`config.mk`:
```
export PLATFORM = sky130hd
export DESIGN_NAME = adc_seq_ctrl
export DESIGN_NICKNAME = d
export VERILOG_FILES = /design/src/rtl/adc_seq_pkg.sv /design/src/rtl/adc_clk_div.sv /design/src/rtl/adc_trig_sel.sv /design/src/rtl/adc_chan_pick.sv /design/src/rtl/adc_seq_ctrl.sv
export SDC_FILE = /design/constraint.sdc
export NUM_CORES = 1
export LEC_CHECK = 0
export BUFFER_PORTS_ARGS = -buffer_cell sky130_fd_sc_hd__clkbuf_2
export CAP_MARGIN = 5
export CORE_ASPECT_RATIO = 0.5
export CORE_MARGIN = 5
export CORE_UTILIZATION = 54
export DETAILED_ROUTE_END_ITERATION = 8
export HOLD_SLACK_MARGIN = 0.06
export PLACE_DENSITY = 0.82
export SLEW_MARGIN = 15
export SYNTH_ARGS = -nofsm -noshare
export SYNTH_HDL_FRONTEND = slang
export SYNTH_SLANG_ARGS = --single-unit
```
`constraint.sdc`:
```
create_clock -name clk -period 3.4 [get_ports clk]
set_input_delay 0.17 -clock clk [delete_from_list [all_inputs] [get_ports clk]]
set_output_delay 0.17 -clock clk [all_outputs]
set_load 0.02 [all_outputs]
```
`src/rtl/adc_seq_pkg.sv`:
```
// Package adc_seq_pkg
// Shared phase encoding, mode-register layout and phase-length lookups
// for the conversion timing sequencer. Assumes a 32-bit mode register.
package adc_seq_pkg;

    typedef enum logic [2:0] {
        PH_IDLE  = 3'd0,
        PH_START = 3'd1,
        PH_TRACK = 3'd2,
        PH_CONV  = 3'd3,
        PH_XFER  = 3'd4
    } phase_t;

    localparam int          MR_W     = 32;
    localparam logic [31:0] MR_RESET = 32'h2000_0000;
    localparam logic [31:0] MR_MASK  = 32'hFF8F_FF6E;

    localparam int B_USEQ    = 31;
    localparam int B_XFER_LO = 28;
    localparam int B_TRK_LO  = 24;
    localparam int B_SU_LO   = 16;
    localparam int B_PRE_LO  = 8;
    localparam int B_FWUP    = 6;
    localparam int B_SLEEP   = 5;
    localparam int B_TSEL_LO = 1;

    localparam int LEN_W = 10;

    // Start-up periods: low codes grow in steps of 8 then 16, high codes in steps of 64.
    function automatic logic [LEN_W-1:0] startup_len(input logic [3:0] code);
        logic [LEN_W-1:0] r;
        if (code[3])
            r = LEN_W'(512) + LEN_W'({code[2:0], 6'b0});
        else if (code[2])
            r = LEN_W'(64) + LEN_W'({code[1:0], 4'b0});
        else
            r = LEN_W'({code[1:0], 3'b0});
        return r;
    endfunction

    // Tracking periods: piecewise on the extended flag and the code.
    function automatic logic [LEN_W-1:0] track_len(input logic [3:0] code, input logic ext);
        logic [LEN_W-1:0] r;
        if (ext && (code >= 4'd4))
            r = LEN_W'({code, 2'b00}) - LEN_W'(6);
        else if (!ext && (code == 4'd15))
            r = LEN_W'(7);
        else
            r = LEN_W'(6);
        return r;
    endfunction

endpackage

```
`src/rtl/adc_clk_div.sv`:
```
// Module adc_clk_div
// Divides the peripheral clock into a conversion clock of 2*(P+1) cycles.
// Held in reset while run is low, so the first period of a sequence is
// aligned to the cycle that starts it. Assumes P is stable while running.
module adc_clk_div #(
    parameter int PW = 8
) (
    input  logic          clk,
    input  logic          rst_n,
    input  logic          run,
    input  logic [PW-1:0] prescal,
    output logic          tick,
    output logic          conv_clk
);
    localparam int CW = PW + 1;

    logic [CW-1:0] cnt;
    logic [CW-1:0] half;
    logic [CW-1:0] last;

    assign half     = {1'b0, prescal};
    assign last     = {prescal, 1'b1};
    assign tick     = run && (cnt == last);
    assign conv_clk = run && (cnt > half);

    // Period counter: wraps on tick, cleared while idle.
    always_ff @(posedge clk) begin
        if (!rst_n)
            cnt <= '0;
        else if (!run || tick)
            cnt <= '0;
        else
            cnt <= cnt + CW'(1);
    end
endmodule

```
`src/rtl/adc_trig_sel.sv`:
```
// Module adc_trig_sel
// Picks one hardware trigger input by code, and detects its edges per mode
// (0 off, 1 rising, 2 falling, 3 both). Codes at or above NTRIG select a
// constant low. Assumes inputs are already synchronous to clk.
module adc_trig_sel #(
    parameter int NTRIG = 5,
    parameter int SW    = 3
) (
    input  logic             clk,
    input  logic             rst_n,
    input  logic [NTRIG-1:0] trig_in,
    input  logic [SW-1:0]    sel,
    input  logic [1:0]       mode,
    output logic             fire
);
    logic cur;
    logic prev;
    logic rise;
    logic fall;

    // Input multiplexer; reserved codes fall through to low.
    always_comb begin
        cur = 1'b0;
        for (int i = 0; i < NTRIG; i++)
            if (sel == SW'(i))
                cur = trig_in[i];
    end

    // Previous value of the selected input for edge detection.
    always_ff @(posedge clk) begin
        if (!rst_n)
            prev <= 1'b0;
        else
            prev <= cur;
    end

    assign rise = cur & ~prev;
    assign fall = ~cur & prev;

    // Edge qualification by trigger mode.
    always_comb begin
        case (mode)
            2'd1:    fire = rise;
            2'd2:    fire = fall;
            2'd3:    fire = rise | fall;
            default: fire = 1'b0;
        endcase
    end
endmodule

```
`src/rtl/adc_chan_pick.sv`:
```
// Module adc_chan_pick
// Finds the next channel from a cursor. Numeric mode: the lowest enabled
// index at or above the cursor. List mode: the slot at the cursor while it
// is below the list length. Assumes NCH >= SLOTS so one cursor width fits both.
module adc_chan_pick #(
    parameter int NCH   = 16,
    parameter int SLOTS = 8,
    parameter int CHW   = 4,
    parameter int CUW   = 5,
    parameter int LW    = 4
) (
    input  logic                 useq,
    input  logic [NCH-1:0]       chan_en,
    input  logic [SLOTS*CHW-1:0] seq_list,
    input  logic [LW-1:0]        seq_len,
    input  logic [CUW-1:0]       cursor,
    output logic                 found,
    output logic [CHW-1:0]       chan,
    output logic [CUW-1:0]       cursor_nxt
);
    // Next-channel search for both orderings.
    always_comb begin
        found      = 1'b0;
        chan       = '0;
        cursor_nxt = cursor;
        if (useq) begin
            found      = (cursor < CUW'(seq_len)) && (cursor < CUW'(SLOTS));
            cursor_nxt = cursor + CUW'(1);
            for (int s = 0; s < SLOTS; s++)
                if (cursor == CUW'(s))
                    chan = seq_list[s*CHW +: CHW];
        end else begin
            for (int i = NCH - 1; i >= 0; i--) begin
                if (chan_en[i] && (CUW'(i) >= cursor)) begin
                    found      = 1'b1;
                    chan       = CHW'(i);
                    cursor_nxt = CUW'(i + 1);
                end
            end
        end
    end
endmodule

```
`src/rtl/adc_seq_ctrl.sv`:
```
// Module adc_seq_ctrl
// Top of the conversion timing sequencer: mode register with write protect,
// conversion clock divider, trigger selection, channel walk and the
// per-conversion phase machine with power gating between sequences.
// Assumes mode fields are only changed while idle.
module adc_seq_ctrl
    import adc_seq_pkg::*;
#(
    parameter int NCH       = 16,
    parameter int SLOTS     = 8,
    parameter int NTRIG     = 5,
    parameter int CONV_CLKS = 12,
    localparam int CHW = $clog2(NCH),
    localparam int CUW = CHW + 1,
    localparam int LW  = $clog2(SLOTS + 1),
    localparam int SLW = SLOTS * CHW
) (
    input  logic             clk,
    input  logic             rst_n,
    input  logic             reg_wr,
    input  logic [MR_W-1:0]  reg_wdata,
    input  logic             wp_en,
    output logic [MR_W-1:0]  reg_rdata,
    input  logic [1:0]       trig_mode,
    input  logic [NTRIG-1:0] trig_in,
    input  logic             ext_track,
    input  logic [NCH-1:0]   chan_en,
    input  logic [SLW-1:0]   seq_list,
    input  logic [LW-1:0]    seq_len,
    output logic             conv_clk,
    output logic             core_en,
    output logic             ref_en,
    output logic [2:0]       phase,
    output logic             res_valid,
    output logic [CHW-1:0]   res_chan
);
    logic [MR_W-1:0]  mode_q;
    phase_t           st;
    phase_t           st_nxt;
    logic [LEN_W-1:0] ph_cnt;
    logic [LEN_W-1:0] ph_len;
    logic [LEN_W-1:0] su_len;
    logic [LEN_W-1:0] tr_len;
    logic [CUW-1:0]   cursor;
    logic [CUW-1:0]   cursor_nxt;
    logic [CHW-1:0]   cur_ch;
    logic [CHW-1:0]   pick_ch;
    logic             found;
    logic             tick;
    logic             fire;
    logic             ph_done;
    logic             start_ok;
    logic             need_su;
    logic             advance;
    logic             core_q;
    logic             ref_q;

    logic             f_useq;
    logic [1:0]       f_xfer;
    logic [3:0]       f_trk;
    logic [3:0]       f_su;
    logic [7:0]       f_pre;
    logic             f_fwup;
    logic             f_sleep;
    logic [2:0]       f_tsel;

    assign f_useq  = mode_q[B_USEQ];
    assign f_xfer  = mode_q[B_XFER_LO +: 2];
    assign f_trk   = mode_q[B_TRK_LO +: 4];
    assign f_su    = mode_q[B_SU_LO +: 4];
    assign f_pre   = mode_q[B_PRE_LO +: 8];
    assign f_fwup  = mode_q[B_FWUP];
    assign f_sleep = mode_q[B_SLEEP];
    assign f_tsel  = mode_q[B_TSEL_LO +: 3];

    // Mode register: masked load unless write protect is high.
    always_ff @(posedge clk) begin
        if (!rst_n)
            mode_q <= MR_RESET;
        else if (reg_wr && !wp_en)
            mode_q <= reg_wdata & MR_MASK;
    end

    assign reg_rdata = mode_q;

    adc_clk_div #(.PW(8)) u_div (
        .clk      (clk),
        .rst_n    (rst_n),
        .run      (st != PH_IDLE),
        .prescal  (f_pre),
        .tick     (tick),
        .conv_clk (conv_clk)
    );

    adc_trig_sel #(.NTRIG(NTRIG), .SW(3)) u_trig (
        .clk     (clk),
        .rst_n   (rst_n),
        .trig_in (trig_in),
        .sel     (f_tsel),
        .mode    (trig_mode),
        .fire    (fire)
    );

    adc_chan_pick #(
        .NCH(NCH), .SLOTS(SLOTS), .CHW(CHW), .CUW(CUW), .LW(LW)
    ) u_pick (
        .useq       (f_useq),
        .chan_en    (chan_en),
        .seq_list   (seq_list),
        .seq_len    (seq_len),
        .cursor     (cursor),
        .found      (found),
        .chan       (pick_ch),
        .cursor_nxt (cursor_nxt)
    );

    assign su_len = startup_len(f_su);
    assign tr_len = track_len(f_trk, ext_track);

    // Length of the phase currently running, in conversion-clock periods.
    always_comb begin
        case (st)
            PH_START: ph_len = su_len;
            PH_TRACK: ph_len = tr_len;
            PH_CONV:  ph_len = LEN_W'(CONV_CLKS);
            PH_XFER:  ph_len = LEN_W'(f_xfer) + LEN_W'(1);
            default:  ph_len = LEN_W'(1);
        endcase
    end

    assign ph_done  = tick && (ph_cnt == ph_len - LEN_W'(1));
    assign start_ok = (st == PH_IDLE) && fire && found;
    assign need_su  = !core_q && (su_len != '0);
    assign advance  = start_ok || ((st == PH_XFER) && ph_done && found);

    // Phase sequencing; triggers are only looked at in idle.
    always_comb begin
        st_nxt = st;
        case (st)
            PH_IDLE:  if (start_ok) st_nxt = need_su ? PH_START : PH_TRACK;
            PH_START: if (ph_done)  st_nxt = PH_TRACK;
            PH_TRACK: if (ph_done)  st_nxt = PH_CONV;
            PH_CONV:  if (ph_done)  st_nxt = PH_XFER;
            PH_XFER:  if (ph_done)  st_nxt = found ? PH_TRACK : PH_IDLE;
            default:  st_nxt = PH_IDLE;
        endcase
    end

    // Phase register and period counter within the phase.
    always_ff @(posedge clk) begin
        if (!rst_n) begin
            st     <= PH_IDLE;
            ph_cnt <= '0;
        end else begin
            st <= st_nxt;
            if (st_nxt != st)
                ph_cnt <= '0;
            else if (tick)
                ph_cnt <= ph_cnt + LEN_W'(1);
        end
    end

    // Channel cursor and current channel; cursor rewinds in idle.
    always_ff @(posedge clk) begin
        if (!rst_n) begin
            cursor <= '0;
            cur_ch <= '0;
        end else if (advance) begin
            cursor <= cursor_nxt;
            cur_ch <= pick_ch;
        end else if (st_nxt == PH_IDLE) begin
            cursor <= '0;
        end
    end

    // Result strobe at the end of each transfer phase.
    always_ff @(posedge clk) begin
        if (!rst_n) begin
            res_valid <= 1'b0;
            res_chan  <= '0;
        end else begin
            res_valid <= (st == PH_XFER) && ph_done;
            if ((st == PH_XFER) && ph_done)
                res_chan <= cur_ch;
        end
    end

    // Power enables: full on in a sequence, sleep level in idle.
    always_ff @(posedge clk) begin
        if (!rst_n) begin
            core_q <= 1'b0;
            ref_q  <= 1'b0;
        end else if (st_nxt != PH_IDLE) begin
            core_q <= 1'b1;
            ref_q  <= 1'b1;
        end else begin
            core_q <= ~f_sleep;
            ref_q  <= ~f_sleep | f_fwup;
        end
    end

    assign core_en = core_q;
    assign ref_en  = ref_q;
    assign phase   = st;
endmodule

```
## Yosys cells after proc, flatten, opt, wreduce, memory -nomap -nowiden

Index checks and enable logic that the tools add are counted.
Widths: inputs -> output; s select.

- Register bits after elaboration: 65
- Bits in latches: 0
- RAM bits: 0
- Memory bits (read-only): 0
- Bits of input ports: 96
- Memories kept: 0

- Add/sub/neg operators: 8
- $mul: 0
- Div/mod/pow operators: 0
- Magnitude comparators: 20
- Eq/ne operators: 23
- Shifts and indexed selects: 0
- Multiplexer cells: 82
- Bitwise logic cells: 8
- Reduce and logical (&&, ||, !) cells: 45

Operators with widths:

| operator | count |
|---|---|
| $mux 4 | 25 |
| $mux 5 | 19 |
| $ge 4x5->1 const A | 8 |
| $pmux 10 s4 | 1 |
| $logic_and 1x1->1 | 28 |
| $mux 1 | 25 |
| $eq 5x3->1 const B | 4 |
| $ge 3x5->1 const A | 4 |
| $mux 10 | 2 |
| $ne 18x2->1 const B | 1 |
| $mux 3 | 5 |
| $pmux 3 s5 | 1 |
| $eq 3x2->1 const B | 4 |
| $add 10x1->10 const B | 1 |
| $add 10x9->10 const A | 1 |
| $eq 10x10->1 | 1 |
| $eq 5x2->1 const B | 2 |
| $ge 1x5->1 const A | 2 |
| $ge 2x5->1 const A | 2 |
| $reduce_bool 10->1 | 1 |
| $sub 10x1->10 const B | 1 |
| $add 9x1->9 const B | 1 |
| $eq 9x9->1 | 1 |
| $gt 9x8->1 | 1 |
| 28 further kinds | 45 |

## Logic depth before layout (Yosys ltp)

- Word-level depth: 25
- Gate-level depth with buffers: 15
- Gate-level depth less buffers: 13

## By module

Synthesis repeated with hierarchy kept, for this count alone.

- Cells, all modules: 710
- Area total of the unflattened synthesis: 5427.7 sq um

By module, submodules not included:

| module | times used | cells each | area an instance (sq um) | seq. area each (sq um) |
|---|---|---|---|---|
| adc_seq_ctrl | 1 | 365 | 3109.2 | 1101.1 |
| adc_chan_pick | 1 | 248 | 1488.9 | 0.0 |
| adc_clk_div | 1 | 82 | 698.2 | 180.2 |
| adc_trig_sel | 1 | 15 | 131.4 | 20.0 |

## Worst setup path before layout

Ideal clock, no wire load.

- Kind: register to register
- Start: reg st[1], in the netlist phase[1]
- End: reg cursor[1]
- Library setup time: 117 ps
- Arrival: 3151 ps
- Required time: 3283 ps
- Slack: 132 ps
- Stages on the path, launching flop included: 15
- Path buffers: 2
- Clock period less this slack: 3268 ps
- Path through: dfxtp_1 buf_4 clkbuf_1 o21ai_0 a21oi_1 a21o_1 ha_1 a21boi_0 nand3_1 nor4_2 xnor2_1 nor3_2 nand3_1 a31o_2 a32o_1

- Word-level cells in the longest chain between the ends: 10
- Elaborated cells on any way between the ends: 27
- Classes of those cells: add/sub: 1; eq/ne: 6; mux: 8; reduce/logical: 12

Ends and longest elaborated chain:

| item | line | RTL |
|---|---|---|
| from (decl) | adc_seq_ctrl.sv:38 | `phase_t st;` |
| from (signal assigned) | adc_seq_ctrl.sv:155 | `st <= st_nxt;` |
| $eq 3x3->1 (tied with other cells) | adc_seq_ctrl.sv:122, adc_seq_ctrl.sv:134, adc_seq_ctrl.sv:139 |  |
| $pmux 10 s4 | adc_seq_ctrl.sv:122 | `case (st)` |
| $sub 10x1->10 | adc_seq_ctrl.sv:131 | `assign ph_done = tick && (ph_cnt == ph_len - LEN_W'(1));` |
| $eq 10x10->1 | adc_seq_ctrl.sv:131 |  |
| $logic_and 1x1->1 | adc_seq_ctrl.sv:131 |  |
| $mux 3 (tied with other cells) | adc_seq_ctrl.sv:144 | `PH_XFER: if (ph_done) st_nxt = found ? PH_TRACK : PH_IDLE;` |
| $pmux 3 s5 or $logic_and 1x1->1 (tied branches) | adc_seq_ctrl.sv:139, adc_seq_ctrl.sv:134 |  |
| $logic_not 3->1 or $logic_or 1x1->1 (tied branches) | adc_seq_ctrl.sv:171, adc_seq_ctrl.sv:134 |  |
| $reduce_bool 2->1 (no line) or $ne 18x2->1 (tied branches) | - |  |
| $reduce_and 2->1 (no line) | - |  |
| to (signal assigned) | adc_seq_ctrl.sv:169 | `cursor <= cursor_nxt;` |
| to (decl) | adc_seq_ctrl.sv:44 | `logic [CUW-1:0] cursor;` |

Several ways; a longest one is shown, not always the timed one.
A chain may end at the register's enable or synchronous reset.

## Worst setup path after layout

- Start: reg mode_q[28], in the netlist reg_rdata[28]
- End: reg cursor[2]

- Word-level cells in the longest chain between the ends: 10
- Elaborated cells on any way between the ends: 18
- Classes of those cells: add/sub: 2; eq/ne: 2; mux: 7; reduce/logical: 7

Ends and longest elaborated chain:

| item | line | RTL |
|---|---|---|
| from (decl) | adc_seq_ctrl.sv:37 | `logic [MR_W-1:0] mode_q;` |
| from (signal assigned) | adc_seq_ctrl.sv:81 | `mode_q <= reg_wdata & MR_MASK;` |
| $add 2x1->3 (*) | adc_seq_ctrl.sv:126 | `PH_XFER: ph_len = LEN_W'(f_xfer) + LEN_W'(1);` |
| $pmux 10 s4 (*) | adc_seq_ctrl.sv:122 |  |
| $sub 10x1->10 (*) | adc_seq_ctrl.sv:131 |  |
| $eq 10x10->1 (*) | adc_seq_ctrl.sv:131 |  |
| $logic_and 1x1->1 (*) | adc_seq_ctrl.sv:131 |  |
| $mux 3 (tied with other cells) | adc_seq_ctrl.sv:144 |  |
| $pmux 3 s5 or $logic_and 1x1->1 (tied branches) | adc_seq_ctrl.sv:139, adc_seq_ctrl.sv:134 |  |
| $logic_not 3->1 or $logic_or 1x1->1 (tied branches) | adc_seq_ctrl.sv:171, adc_seq_ctrl.sv:134 |  |
| $reduce_bool 2->1 (no line) or $ne 18x2->1 (tied branches) | - |  |
| $reduce_and 2->1 (no line) | - |  |

Every way passes the cells marked *; elsewhere a longest branch is shown, timed or not.

==> out/results.txt <==
outcome -> complete, no violations
Crit path largest cell delay -> 0.39 ns
pin count of the biggest net entering global routing -> 40
layer with the highest usage -> met2
syn avg cell area -> 7.45 µm²
dpl cells -> 901
RR Startpoint -> reg_rdata[28]
maxcap violations -> 0
share of layout cells above drive strength 1 -> 23.5%
Finished Layout Cells -> 940
fill count -> 659
Yosys cell types -> 88
Initial DRT Pass Iterations -> 5
worst-path maximum fanout -> 8
clk slew on worst S/H paths -> 0.06 ns
combinational cell fraction of total power -> 24.0%
ANT nets after route -> 0
Synth top area share -> 26.0%
Seq/Total Area, Yosys -> 26.0%
initial antenna violation count -> 0
GRT Util Overall -> 26.3%
Most used DFF post-synth -> dfxtp_1
crit path from -> reg_rdata[28]
Port Buffer Count -> 126
vias in the first global route -> 5429
wire length per cell -> 16.5 µm
Tightest Hold Check Type -> in2reg
met3 Track Usage GR -> 6.56%
Sw Share -> 30.5%
final worst setup slack -> 0.225 ns
mapped cell area -> 5010 µm²
routing usage on met2 -> 46.8%
first-pass GRT wire length -> 25.3 mm
internal power -> 1.62 mW
Post-synth EDFFs -> 0
worst vdd ir -> 0.190 mV
R2R setup slack -> 0.23 ns
sw power -> 0.709 mW
Crit path arrival time -> 3.40 ns
Worst Clk Skew -> 0.00665 ns
FF+latch count, synth -> 65
slowest cell on the critical path -> nor2_1
clock share of power -> 40.6%
fin area -> 6300 µm²
top cells by area, synth -> dfxtp_1, nand2_1, ha_1
Placed Area -> 5760 µm²
actual slew at the worst max-slew pin -> 1.04 ns
Reg-to-Reg End -> cursor[2]
# DRC -> 0
PwrDens -> 369 nW/µm²
Detailed Route WL -> 15.5 mm
fin crit period -> 3.17 ns
drt initial violations -> 583
kind of critical path -> reg2reg
H-Tree Depth -> 3
CP Capture Type -> flip-flop
Max-Slew Margin vs Limit -> 30.5%
reg2reg path depth -> 10
Hold Slack -> 0.0692 ns
fmax -> 0.315 GHz
Rows -> 24
die width -> 146 µm
TritonCTS clock tree -> done
final hold violation count -> 0
pre-CTS WS -> 0.0901 ns
YS warnings -> 0
Final Max Tran Viols -> 0
register share of total power -> 35.4%
Pleak -> 2.69 nW
post-route setup TNS -> 0 ns
Via density -> 5.92
IO Count -> 139
Num CTS Buffers -> 9
die area -> 11400 µm²
initial core utilization -> 56.5%
total grt overflow -> 0
Setup Viol. Count Final -> 0
synth-to-layout area growth -> 25.9%
crit share post-route -> 93.4%
clk root buf -> clkbuf_16
Max Root-Sink Buffers -> 2
Worst Path Required -> 3.63 ns
Post-Syn Instances -> 672
fin util -> 71.2%
kind of start point of the critical path -> flip-flop
Vias -> 5569
Clock Latency Late Sink -> 0.34 ns
Critical Path Sink -> cursor[2]
core area -> 8860 µm²
Clock Sinks -> 65
NumNets Final -> 935
number of diodes -> 0
Synth async-reset ratio -> 0%
setup repair after global routing missed its margin -> false
largest area contributor in the netlist -> dfxtp_1
gp weighted congestion -> 0.909
HPWL Detailed -> 11.2 mm
die height -> 78.1 µm
grt met1 use -> 31.0%
Power Total -> 2.33 mW
Cell Chain, Critical Path -> ha_1 > nor4b_1 > a21oi_1 > nor2_1 > and4_4 > a21boi_0 > a221o_1 > nand3_1 > a31o_2 > a21o_1
cells in the final DEF (no fill, tap or decap), drive strengths merged, types with 12 or more instances in the layout:
master / count
nor2: 58
nand2: 104
inv: 34
and3: 12
a21oi: 52
clkbuf: 136
xnor2: 24
ha: 21
nand3: 39
buf: 25
dfxtp: 65
nand4: 16
o21ai: 28
dlygate4sd3: 22
flip-flops by register name, indices dropped and copies added, names as in the netlist, 3 cells and up:
name	cells
cursor	5
u_div.cnt	9
cur_ch	4
res_chan	4
reg_rdata	26
ph_cnt	10
phase	3
critical path: cells and delay by family, from the launching register on:
family	cells	cell delay (ns)
AOI/OAI and AO/OA	5	1.19
DFF	1	0.31
adders and majority gates	1	0.31
and+or+nand+nor	4	1.25
power by group through the flow:
stage                     sequential, mW  clock, mW  combinational [mW]
final                              0.823      0.945               0.559
after floorplan                    0.849          0               0.340
after CTS                          0.821      0.953               0.544
after detailed placement           0.837          0               0.517
after global routing               0.827       1.00               0.609
after global placement             0.836          0               0.507
timing repair:
item,CTS,global route
setup endpoints to repair,0,27
hold endpoints to repair,22,0
hold buffers,22,0
setup buffers,0,1
gates resized for setup,0,5
metal layers:
metal  vias up  share of wire (%)
met4         0                3.3
met5         -                  0
li1       2689                  -
met3        51                8.2
met1      2545                 40
met2       284                 48
synth_stat cells, types with 16 or more instances:
cell / count
a21oi_1: 52
o21ai_0: 27
xnor2_1: 24
nand3_1: 38
inv_1: 34
dfxtp_1: 65
nor2_1: 58
nand2_1: 104
clkbuf_1: 25
ha_1: 21
nand4_1: 16
worst min path at each step:
stage | from | cells after the start | slack (ns) | end
6_report | reg_wdata[6] | 3 | 0.07 | reg_rdata[6]
5_1_grt | reg_wdata[6] | 3 | 0.07 | reg_rdata[6]
4_1_cts | reg_wdata[6] | 3 | 0.06 | reg_rdata[6]
3_5_place_dp | reg_wdata[29] | 3 | 0.39 | reg_rdata[29]
3_3_place_gp | reg_wdata[29] | 3 | 0.39 | reg_rdata[29]
2_1_floorplan | reg_wdata[29] | 2 | 0.29 | reg_rdata[29]
cell type report:
class / instances / area [µm²] / share of cell area (%)
Sequential cell: 65 / 1300 / 20.7
Clock inverter: 6 / 67.6 / 1.07
Clock buffer: 10 / 239 / 3.79
Multi-Input combinational cell: 533 / 3380 / 53.5
Inverter: 36 / 135 / 2.14
Timing Repair Buffer: 173 / 1040 / 16.5
Tap cell: 117 / 146 / 2.32
cells by family after synthesis:
logic type                 Yosys count  synth area share, %
adders and majority gates           21                 5.25
DFF                                 65                 26.0
AOI/OAI and AO/OA                  169                 23.0
xor gates and xnor gates            36                 6.57
and+or+nand+nor                    291                 29.7
buffers and inverters               79                 7.10
other                                1               0.0749
muxes                               10                 2.30
(Power assumes the default switching activity.)
